==> config.mk <==
export PLATFORM = sky130hd
export DESIGN_NAME = cmp_timer
export DESIGN_NICKNAME = d
export VERILOG_FILES = /design/src/rtl/cmp_timer_pkg.sv /design/src/rtl/cmp_timer_dp.sv /design/src/rtl/cmp_timer_ctrl.sv /design/src/rtl/cmp_timer.sv
export SDC_FILE = /design/constraint.sdc
export NUM_CORES = 1
export LEC_CHECK = 0
export CAP_MARGIN = 10
export CELL_PAD_IN_SITES_DETAIL_PLACEMENT = 1
export CELL_PAD_IN_SITES_GLOBAL_PLACEMENT = 2
export CORE_AREA = 8 8 137 88
export CTS_CLUSTER_DIAMETER = 80
export DETAILED_ROUTE_END_ITERATION = 8
export DIE_AREA = 0 0 145 96
export PLACE_DENSITY_LB_ADDON = 0.1
export SYNTH_ARGS = -nofsm -noshare
export SYNTH_HDL_FRONTEND = slang
export SYNTH_SLANG_ARGS = --single-unit
==> constraint.sdc <==
create_clock -name clk -period 4.1 [get_ports clk]
set_clock_uncertainty 0.15 [all_clocks]
set_input_delay 0.82 -clock clk [delete_from_list [all_inputs] [get_ports clk]]
set_output_delay 0.82 -clock clk [all_outputs]
set_load 0.01 [all_outputs]
==> src/rtl/cmp_timer_pkg.sv <==
package cmp_timer_pkg;
  localparam int PSC_W  = 8;
  localparam int CNT_W  = 16;
  localparam int DATA_W = 32;

  typedef enum logic [1:0] {
    MODE_ONESHOT  = 2'b00,
    MODE_PERIODIC = 2'b01,
    MODE_RSVD     = 2'b10,
    MODE_CONT     = 2'b11
  } tmrMode_e;

  // control -> datapath strobes
  typedef struct packed {
    logic             restart;
    logic             run;
    logic             wrapZero;
    logic [PSC_W-1:0] psc;
    logic [CNT_W-1:0] cmp;
  } dpStrobe_t;
endpackage

==> src/rtl/cmp_timer_dp.sv <==
module cmp_timer_dp
  import cmp_timer_pkg::*;
(
  input  logic             clk,
  input  logic             rstN,
  input  dpStrobe_t        strb,
  output logic [CNT_W-1:0] cnt,
  output logic             hit
);
  logic [PSC_W-1:0] preCnt;
  logic             tick;

  assign tick = strb.run && (preCnt == strb.psc);
  assign hit  = tick && (cnt == strb.cmp) && !strb.restart;

  always_ff @(posedge clk or negedge rstN) begin
    if (!rstN) begin
      preCnt <= '0;
      cnt    <= '0;
    end else if (strb.restart) begin
      preCnt <= '0;
      cnt    <= '0;
    end else if (strb.run) begin
      if (tick) begin
        preCnt <= '0;
        cnt    <= (hit && strb.wrapZero) ? '0 : cnt + 1'b1;
      end else begin
        preCnt <= preCnt + 1'b1;
      end
    end
  end

  // restart empties the counter on the next cycle
  a_r8_restart_clears: assert property (@(posedge clk) disable iff (!rstN)
    strb.restart |=> (cnt == '0));
  // without run or restart the counter holds
  a_r7_hold_when_idle: assert property (@(posedge clk) disable iff (!rstN)
    (!strb.run && !strb.restart) |=> $stable(cnt));
  // in wrapping modes the count never passes the compare value
  a_r5_count_bound: assert property (@(posedge clk) disable iff (!rstN)
    strb.wrapZero |-> (cnt <= strb.cmp));
endmodule

==> src/rtl/cmp_timer_ctrl.sv <==
module cmp_timer_ctrl
  import cmp_timer_pkg::*;
#(
  parameter int ADDR_W = 5
) (
  input  logic              clk,
  input  logic              rstN,
  input  logic [ADDR_W-1:0] busAddr,
  input  logic              busWe,
  input  logic [DATA_W-1:0] busWdata,
  output logic [DATA_W-1:0] busRdata,
  input  logic [CNT_W-1:0]  cnt,
  input  logic              hit,
  output dpStrobe_t         strb,
  output logic              irqOut,
  output logic              carrierOut
);
  localparam int IDX_W     = ADDR_W - 2;
  localparam int BIT_ACT   = 25;
  localparam int BIT_RST   = 26;
  localparam int BIT_MODE  = 27;
  localparam int BIT_INTEN = 29;
  localparam int BIT_EN    = 30;
  localparam int W_CTL = 0, W_CMP = 1, W_STS = 2, W_CNT = 3, W_CAR = 4;

  logic [PSC_W-1:0] psc;
  logic [CNT_W-1:0] cmp;
  tmrMode_e         mode;
  logic             intEn, cntEn, flag;
  logic             carIdle, carEn, carState;
  logic [IDX_W-1:0] wordIdx;
  logic             aligned, ctlWr, cmpWr, stsClr, carWr, run;

  assign wordIdx = busAddr[ADDR_W-1:2];
  assign aligned = (busAddr[1:0] == 2'b00);
  assign ctlWr   = busWe && aligned && (int'(wordIdx) == W_CTL);
  assign cmpWr   = busWe && aligned && (int'(wordIdx) == W_CMP);
  assign stsClr  = busWe && aligned && (int'(wordIdx) == W_STS) && busWdata[0];
  assign carWr   = busWe && aligned && (int'(wordIdx) == W_CAR);
  assign run     = cntEn && (mode != MODE_RSVD);

  assign strb.restart  = ctlWr || cmpWr;
  assign strb.run      = run;
  assign strb.wrapZero = (mode != MODE_CONT);
  assign strb.psc      = psc;
  assign strb.cmp      = cmp;

  always_ff @(posedge clk or negedge rstN) begin
    if (!rstN) begin
      psc   <= '0;
      cmp   <= '0;
      mode  <= MODE_ONESHOT;
      intEn <= 1'b0;
      cntEn <= 1'b0;
    end else begin
      if (ctlWr) begin
        psc   <= busWdata[PSC_W-1:0];
        mode  <= tmrMode_e'(busWdata[BIT_MODE +: 2]);
        intEn <= busWdata[BIT_INTEN];
        cntEn <= busWdata[BIT_EN] && !busWdata[BIT_RST];
      end else if (hit && mode == MODE_ONESHOT) begin
        cntEn <= 1'b0;
      end
      if (cmpWr) cmp <= busWdata[CNT_W-1:0];
    end
  end

  // timeout flag: a new match wins over a same-cycle clear
  always_ff @(posedge clk or negedge rstN) begin
    if (!rstN)       flag <= 1'b0;
    else if (hit)    flag <= 1'b1;
    else if (stsClr) flag <= 1'b0;
  end

  always_ff @(posedge clk or negedge rstN) begin
    if (!rstN) begin
      carIdle  <= 1'b0;
      carEn    <= 1'b0;
      carState <= 1'b0;
    end else if (carWr) begin
      carIdle  <= busWdata[0];
      carEn    <= busWdata[1];
      carState <= busWdata[0];
    end else if (hit && carEn) begin
      carState <= !carState;
    end
  end

  assign irqOut     = flag && intEn;
  assign carrierOut = carEn ? carState : carIdle;

  always_comb begin
    busRdata = '0;
    if (aligned) begin
      case (int'(wordIdx))
        W_CTL: begin
          busRdata[PSC_W-1:0]     = psc;
          busRdata[BIT_ACT]       = run;
          busRdata[BIT_MODE +: 2] = mode;
          busRdata[BIT_INTEN]     = intEn;
          busRdata[BIT_EN]        = cntEn;
        end
        W_CMP:   busRdata[CNT_W-1:0] = cmp;
        W_STS:   busRdata[0] = flag;
        W_CNT:   busRdata[CNT_W-1:0] = cnt;
        W_CAR:   busRdata[1:0] = {carEn, carIdle};
        default: busRdata = '0;
      endcase
    end
  end

  // one-shot match without a concurrent control write stops counting
  a_r4_oneshot_stops: assert property (@(posedge clk) disable iff (!rstN)
    (hit && mode == MODE_ONESHOT && !ctlWr) |=> !cntEn);
  // a match always leaves the flag set
  a_r10_flag_sets: assert property (@(posedge clk) disable iff (!rstN)
    hit |=> flag);
  // a clear with no match empties the flag
  a_r10_flag_clears: assert property (@(posedge clk) disable iff (!rstN)
    (stsClr && !hit) |=> !flag);
  // an enabled carrier flips on every match
  a_r12_carrier_toggle: assert property (@(posedge clk) disable iff (!rstN)
    (hit && carEn && !carWr) |=> (carState != $past(carState)));
endmodule

==> src/rtl/cmp_timer.sv <==
module cmp_timer
  import cmp_timer_pkg::*;
#(
  parameter int ADDR_W = 5
) (
  input  logic              clk,
  input  logic              rstN,
  input  logic [ADDR_W-1:0] busAddr,
  input  logic              busWe,
  input  logic [DATA_W-1:0] busWdata,
  output logic [DATA_W-1:0] busRdata,
  output logic              irqOut,
  output logic              carrierOut
);
  dpStrobe_t        strb;
  logic [CNT_W-1:0] cnt;
  logic             hit;

  cmp_timer_ctrl #(.ADDR_W(ADDR_W)) u_ctrl (
    .clk(clk), .rstN(rstN), .busAddr(busAddr), .busWe(busWe),
    .busWdata(busWdata), .busRdata(busRdata), .cnt(cnt), .hit(hit),
    .strb(strb), .irqOut(irqOut), .carrierOut(carrierOut)
  );

  cmp_timer_dp u_dp (
    .clk(clk), .rstN(rstN), .strb(strb), .cnt(cnt), .hit(hit)
  );
endmodule

# --- Word-level counts from Yosys, hierarchy flattened ---
# Cells that the tools add are included.
totals:
  regBits: 56
  in_bits: 40
  output_inout_bits: 34
  word_cells: 74
classes:
  add_sub_neg: 2
  eq_ne: 11
  n_mux: 21
  n_reduce_logical: 29
op_table:
  columns: ["op", "count"]
  rows:
  - ["16-bit 2-to-1 mux", 4]
  - ["31-bit 2-to-1 mux", 1]
  - ["8-bit 2-to-1 mux", 3]
  - ["6-bit one-hot mux with 3 select lines", 1]
  - ["16-bit by 1-bit adder with 16-bit output, second input constant", 1]
  - ["16-bit equality test", 1]
  - ["8-bit one-hot mux with 2 select lines", 1]
  - ["1-bit logical AND", 15]
  - ["2-bit nonzero test", 5]
  - ["3-bit by 2-bit equality test with 1-bit output, second input constant", 3]
  - ["3-bit equality test, second input constant", 3]
  - ["8-bit by 1-bit adder with 8-bit output, second input constant", 1]
  - ["8-bit equality test", 1]
  - ["1-bit 2-to-1 mux", 8]
  - ["3-bit logical NOT", 2]
  - ["1-bit one-hot mux with 5 select lines", 1]
  - ["2-bit logical NOT", 2]
  - ["4-bit 2-to-1 mux", 1]
  - ["2-bit != test, second input constant", 2]
  - ["1-bit one-hot mux with 4 select lines", 1]
  - ["3-bit by 1-bit equality test with 1-bit output, second input constant", 1]
  - ["1-bit logical NOT", 3]
  - ["2-bit AND reduction", 1]
  - ["1-bit logical OR", 1]

# --- Depth between registers and ports, before layout ---
logic_depth:
  depth_word: 11
  mapped_depth: 7
  ltp_nobuf: 7

# --- Modules after synthesis ---
# From an unflattened synthesis, not the netlist that was laid out.
hier_totals:
  cells_unflattened: 354
  hier_area_um2: 3503.4
modules_own_cells:
  columns: ["module", "n_inst", "cells_each", "area_per_inst_um2", "seq_area_each_um2"]
  rows:
  - ["cmp_timer_ctrl", 1, 164, 1841.8, 800.8]
  - ["cmp_timer_dp", 1, 190, 1661.6, 600.6]

# --- Worst setup path after synthesis ---
# Ideal clock, no wire load.
synth_path:
  kind: "input to output"
  startpoint: "input busAddr[2]"
  endpoint: "output busRdata[0]"
  t_arrival_ns: 1.727
  required_ns: 3.130
  path_slack_ns: 1.403
  stages: 5
  path_buffers: 2
  path_cell_list: "buf_2 > clkbuf_1 > a31oi_1 > o22ai_1 > and2_1"
synth_via:
  elab_chain_len: 3
  word_cells_on_any_way: 7
  cone_classes: "eq/ne (4); mux (2); reduce/logical (1)"
synth_rtl:
  columns: ["item", "line", "rtl"]
  rows:
  - ["from (decl)", "cmp_timer.sv:8", "input logic [ADDR_W-1:0] busAddr,"]
  - ["3-bit equality test (tied with other cells)", "cmp_timer_ctrl.sv:95", "case (int'(wordIdx))"]
  - ["1-bit one-hot mux with 5 select lines *", "cmp_timer_ctrl.sv:95", null]
  - ["31-bit 2-to-1 mux *", "cmp_timer_ctrl.sv:94", "if (aligned) begin"]
  - ["to (decl)", "cmp_timer.sv:11", "output logic [DATA_W-1:0] busRdata,"]
# Every way passes the cells marked *; elsewhere a longest branch is shown, timed or not.

# --- Worst setup path after layout ---
layout_path:
  startpoint: "input busAddr[3]"
  endpoint: "output busRdata[5]"
layout_via:
  elab_chain_len: 3
  word_cells_on_any_way: 5
  cone_classes: "eq/ne (2); mux (2); reduce/logical (1)"
layout_rtl:
  columns: ["item", "line"]
  rows:
  - ["3-bit by 2-bit equality test with 1-bit output (tied with other cells)", "cmp_timer_ctrl.sv:95"]
  - ["6-bit one-hot mux with 3 select lines *", "cmp_timer_ctrl.sv:95"]
  - ["31-bit 2-to-1 mux *", "cmp_timer_ctrl.sv:94"]
# Marked as above.

==> flow_metrics.tcl <==
set metrics [dict create \
    status "finished clean" \
    area_delta_synth_final_pct 25.2 \
    gp_congestion 0.751 \
    startpoint_type "input port" \
    critPathMaxStageDelay_ns 0.61 \
    route.detailed.drc 0 \
    drive_above_1_share 0.153 \
    crit_family "buffers and inverters" \
    clock_latency_ns 0.30 \
    grt_pass1_vias 2781 \
    die_h_um 96 \
    antenna_found_initial 0 \
    grt_max_degree 36 \
    r2r_cells 6 \
    port_buffers 51 \
    design.die.area_sq_mm 0.0139 \
    ys_async_sr_fraction 1.00 \
    ys_seq_area_frac 0.424 \
    grt_overflow 0 \
    root_buffer "clkbuf_16" \
    path_cells "clkdlybuf4s50_1, buf_4, nor2_1, a31oi_1, nor2_1, clkdlybuf4s50_1" \
    vias_per_cell 5.10 \
    post_cts_resized 0 \
    max_freq_mhz 273 \
    finalSetupViolations 0 \
    grt.busiest_layer "met1" \
    routed_wirelength_um 9900 \
    holdBufCountCts 0 \
    finalNonFillerCells 519 \
    met1_usage 0.228 \
    clk_pin_slew_worst_paths_ns 0.07 \
    dieWidth_um 145 \
    rsz0062_at_grt "false" \
    min_path_type "flop to flop" \
    vias 2648 \
    cp.arrival_ns 2.69 \
    antenna_cells 0 \
    layout_min_cycle_time_ns 3.66 \
    cts_buffer_depth 2 \
    crit_type "input port to output pin" \
    grt_pass1_wl_um 16100 \
    grtUsageMet2 0.204 \
    cap_violations 0 \
    nNetsFinal 421 \
    place_ws_ns 0.432 \
    dp.cells 511 \
    ys_ff_latch 56 \
    setup_tns_ns 0 \
    io_pins 74 \
    cts_setup_buffers 0 \
    ys.warnings.count 0 \
    crit_buf_inv 3 \
    cts_tree "yes" \
    cp.depth 6 \
    finalCoreUtilization 0.409 \
    cts_made_buffers 5 \
    slew-limit-headroom 0.438 \
    p_leak_nw 1.74 \
    cts.sinks 56 \
    worstPathMaxFanout 23 \
    worst_slack_ns 0.439 \
    dpl.hpwl_um 7600 \
    core_area_sq_mm 0.0101 \
    worst_path_max_delay_cell "clkdlybuf4s50_1" \
    synth_edf_count 0 \
    ir_drop_mv 0.192 \
    tightest_slew_ns 0.842 \
    first_pass_iters 4 \
    wl_per_cell_um 19.1 \
    hold_viol 0 \
    power_density_mw_per_mm2 403 \
    drtIter0Drc 208 \
    finalCritPeriodShare 0.893 \
    cp.required_ns 3.13 \
    avgSynthCellArea_sq_um 10.1 \
    postRouteAntennaNets 0 \
    ctsHtreeMaxLevel 2 \
    track_usage 0.148 \
    hold_depth 1 \
    initial_utilization 0.327 \
    endpoint_kind "output pin" \
    ys.flop_type "dfrtp_1" \
    synth_cell_types 40 \
    num_rows 29 \
    drv_slew 0 \
    met3_usage 0.0310 \
    syn_area_sq_mm 0.00331 \
    syn_inst 326 \
]
[per-layer routing]
metal  vias to the layer above  routed length, um
met1                      1335               5420
met5                         -                  0
met2                        58               4000
met4                         0                 60
met3                         7                419
li1                       1248                  -
[placed cells by master, fill, tap and decap left out, types with 3 or more instances in the layout]
cell type,count
dfrtp_1,56
clkdlybuf4s50_1,50
nor2_1,44
mux2_2,33
xnor2_1,24
nand2_1,18
mux2i_1,15
xor2_1,15
nand3_1,13
nand4_1,13
and3_1,12
conb_1,11
a31oi_1,7
buf_4,6
and2_1,5
o21ai_0,5
clkbuf_16,5
a32oi_1,4
a22oi_1,4
o31ai_1,4
nand2b_1,3
inv_1,3
nor3_1,3
a21oi_1,3
[cell type report]
type	instances	area, sq um
Inverter	3	11.3
Multi-Input combinational cell	255	1810
Fill cell	1126	5980
Tap cell	139	174
Timing Repair Buffer	58	571
Clock inverter	2	38.8
Clock buffer	6	139
Sequential cell	56	1400
[path summary, 6_finish.rpt]
kind | slack, ns | startpoint | end
max | 0.44 | busAddr[3] | busRdata[5]
min | 0.40 | u_ctrl.intEn$_DFFE_PN0P_ | u_ctrl.intEn$_DFFE_PN0P_
max reg2reg | 1.51 | u_dp.preCnt[1]$_DFFE_PN0P_ | u_dp.cnt[10]$_DFFE_PN0P_
min reg2reg | 0.40 | u_ctrl.intEn$_DFFE_PN0P_ | u_ctrl.intEn$_DFFE_PN0P_
max in group asynchronous | 2.50 | rstN | u_ctrl.carState$_DFFE_PN0P_
min in group asynchronous | 0.47 | rstN | u_dp.preCnt[6]$_DFFE_PN0P_
[power breakdown]
part	switching, W	internal (W)
Combinational	0.000183	0.000201
Clock	0.000210	0.000307
Sequential	0.000125	0.000645
[flip-flops by register name, indices dropped and copies added, names as in the netlist]
name and flops:
u_dp.preCnt 8, u_ctrl.cntEn 1, u_ctrl.psc 8, u_dp.cnt 16
u_ctrl.cmp 16, u_ctrl.mode 2, u_ctrl.carState 1, u_ctrl.carIdle 1
u_ctrl.flag 1, u_ctrl.carEn 1, u_ctrl.intEn 1
[cells by family after synthesis]
group	synth area share
buffers and inverters	0.0420
flip-flops	0.424
AO/OA/AOI/OAI	0.0711
adder cells (fa/ha/maj)	0.00756
AND/OR/NAND/NOR	0.194
other	0.00113
XOR/XNOR	0.103
multiplexers	0.158
[stage by stage]
| step | total power [W] | area [sq um] | hold slack [ns] |
|---|---|---|---|
| final | 0.00167 | 4140 | 0.400 |
| after detailed placement | 0.00116 | 3960 | 0.378 |
| after CTS | 0.00169 | 4140 | 0.398 |
| after floorplan | 0.00101 | 3350 | 0.323 |
| after global routing | 0.00178 | 4140 | 0.425 |
| after global placement | 0.00115 | 3960 | 0.377 |
[synthesized netlist by cell type, types with 3 or more instances]
| library cell | n | share of area |
|---|---|---|
| clkbuf_1 | 6 | 0.0068 |
| nand3_1 | 13 | 0.020 |
| xnor2_1 | 24 | 0.064 |
| dfrtp_1 | 56 | 0.42 |
| o31ai_1 | 4 | 0.0091 |
| buf_2 | 3 | 0.0045 |
| a31oi_1 | 7 | 0.013 |
| buf_4 | 11 | 0.025 |
| a21oi_1 | 3 | 0.0045 |
| mux2_2 | 33 | 0.11 |
| a22oi_1 | 4 | 0.0091 |
| and3_1 | 12 | 0.023 |
| nand4_1 | 13 | 0.025 |
| nor3_1 | 3 | 0.0045 |
| nor2_1 | 44 | 0.050 |
| nand2_1 | 18 | 0.020 |
| and2_1 | 5 | 0.0095 |
| mux2i_1 | 15 | 0.045 |
| inv_1 | 3 | 0.0034 |
| o21ai_0 | 5 | 0.0076 |
| nand2b_1 | 3 | 0.0057 |
| a32oi_1 | 4 | 0.011 |
| xor2_1 | 15 | 0.040 |
Power figures use the tool's default switching activity.
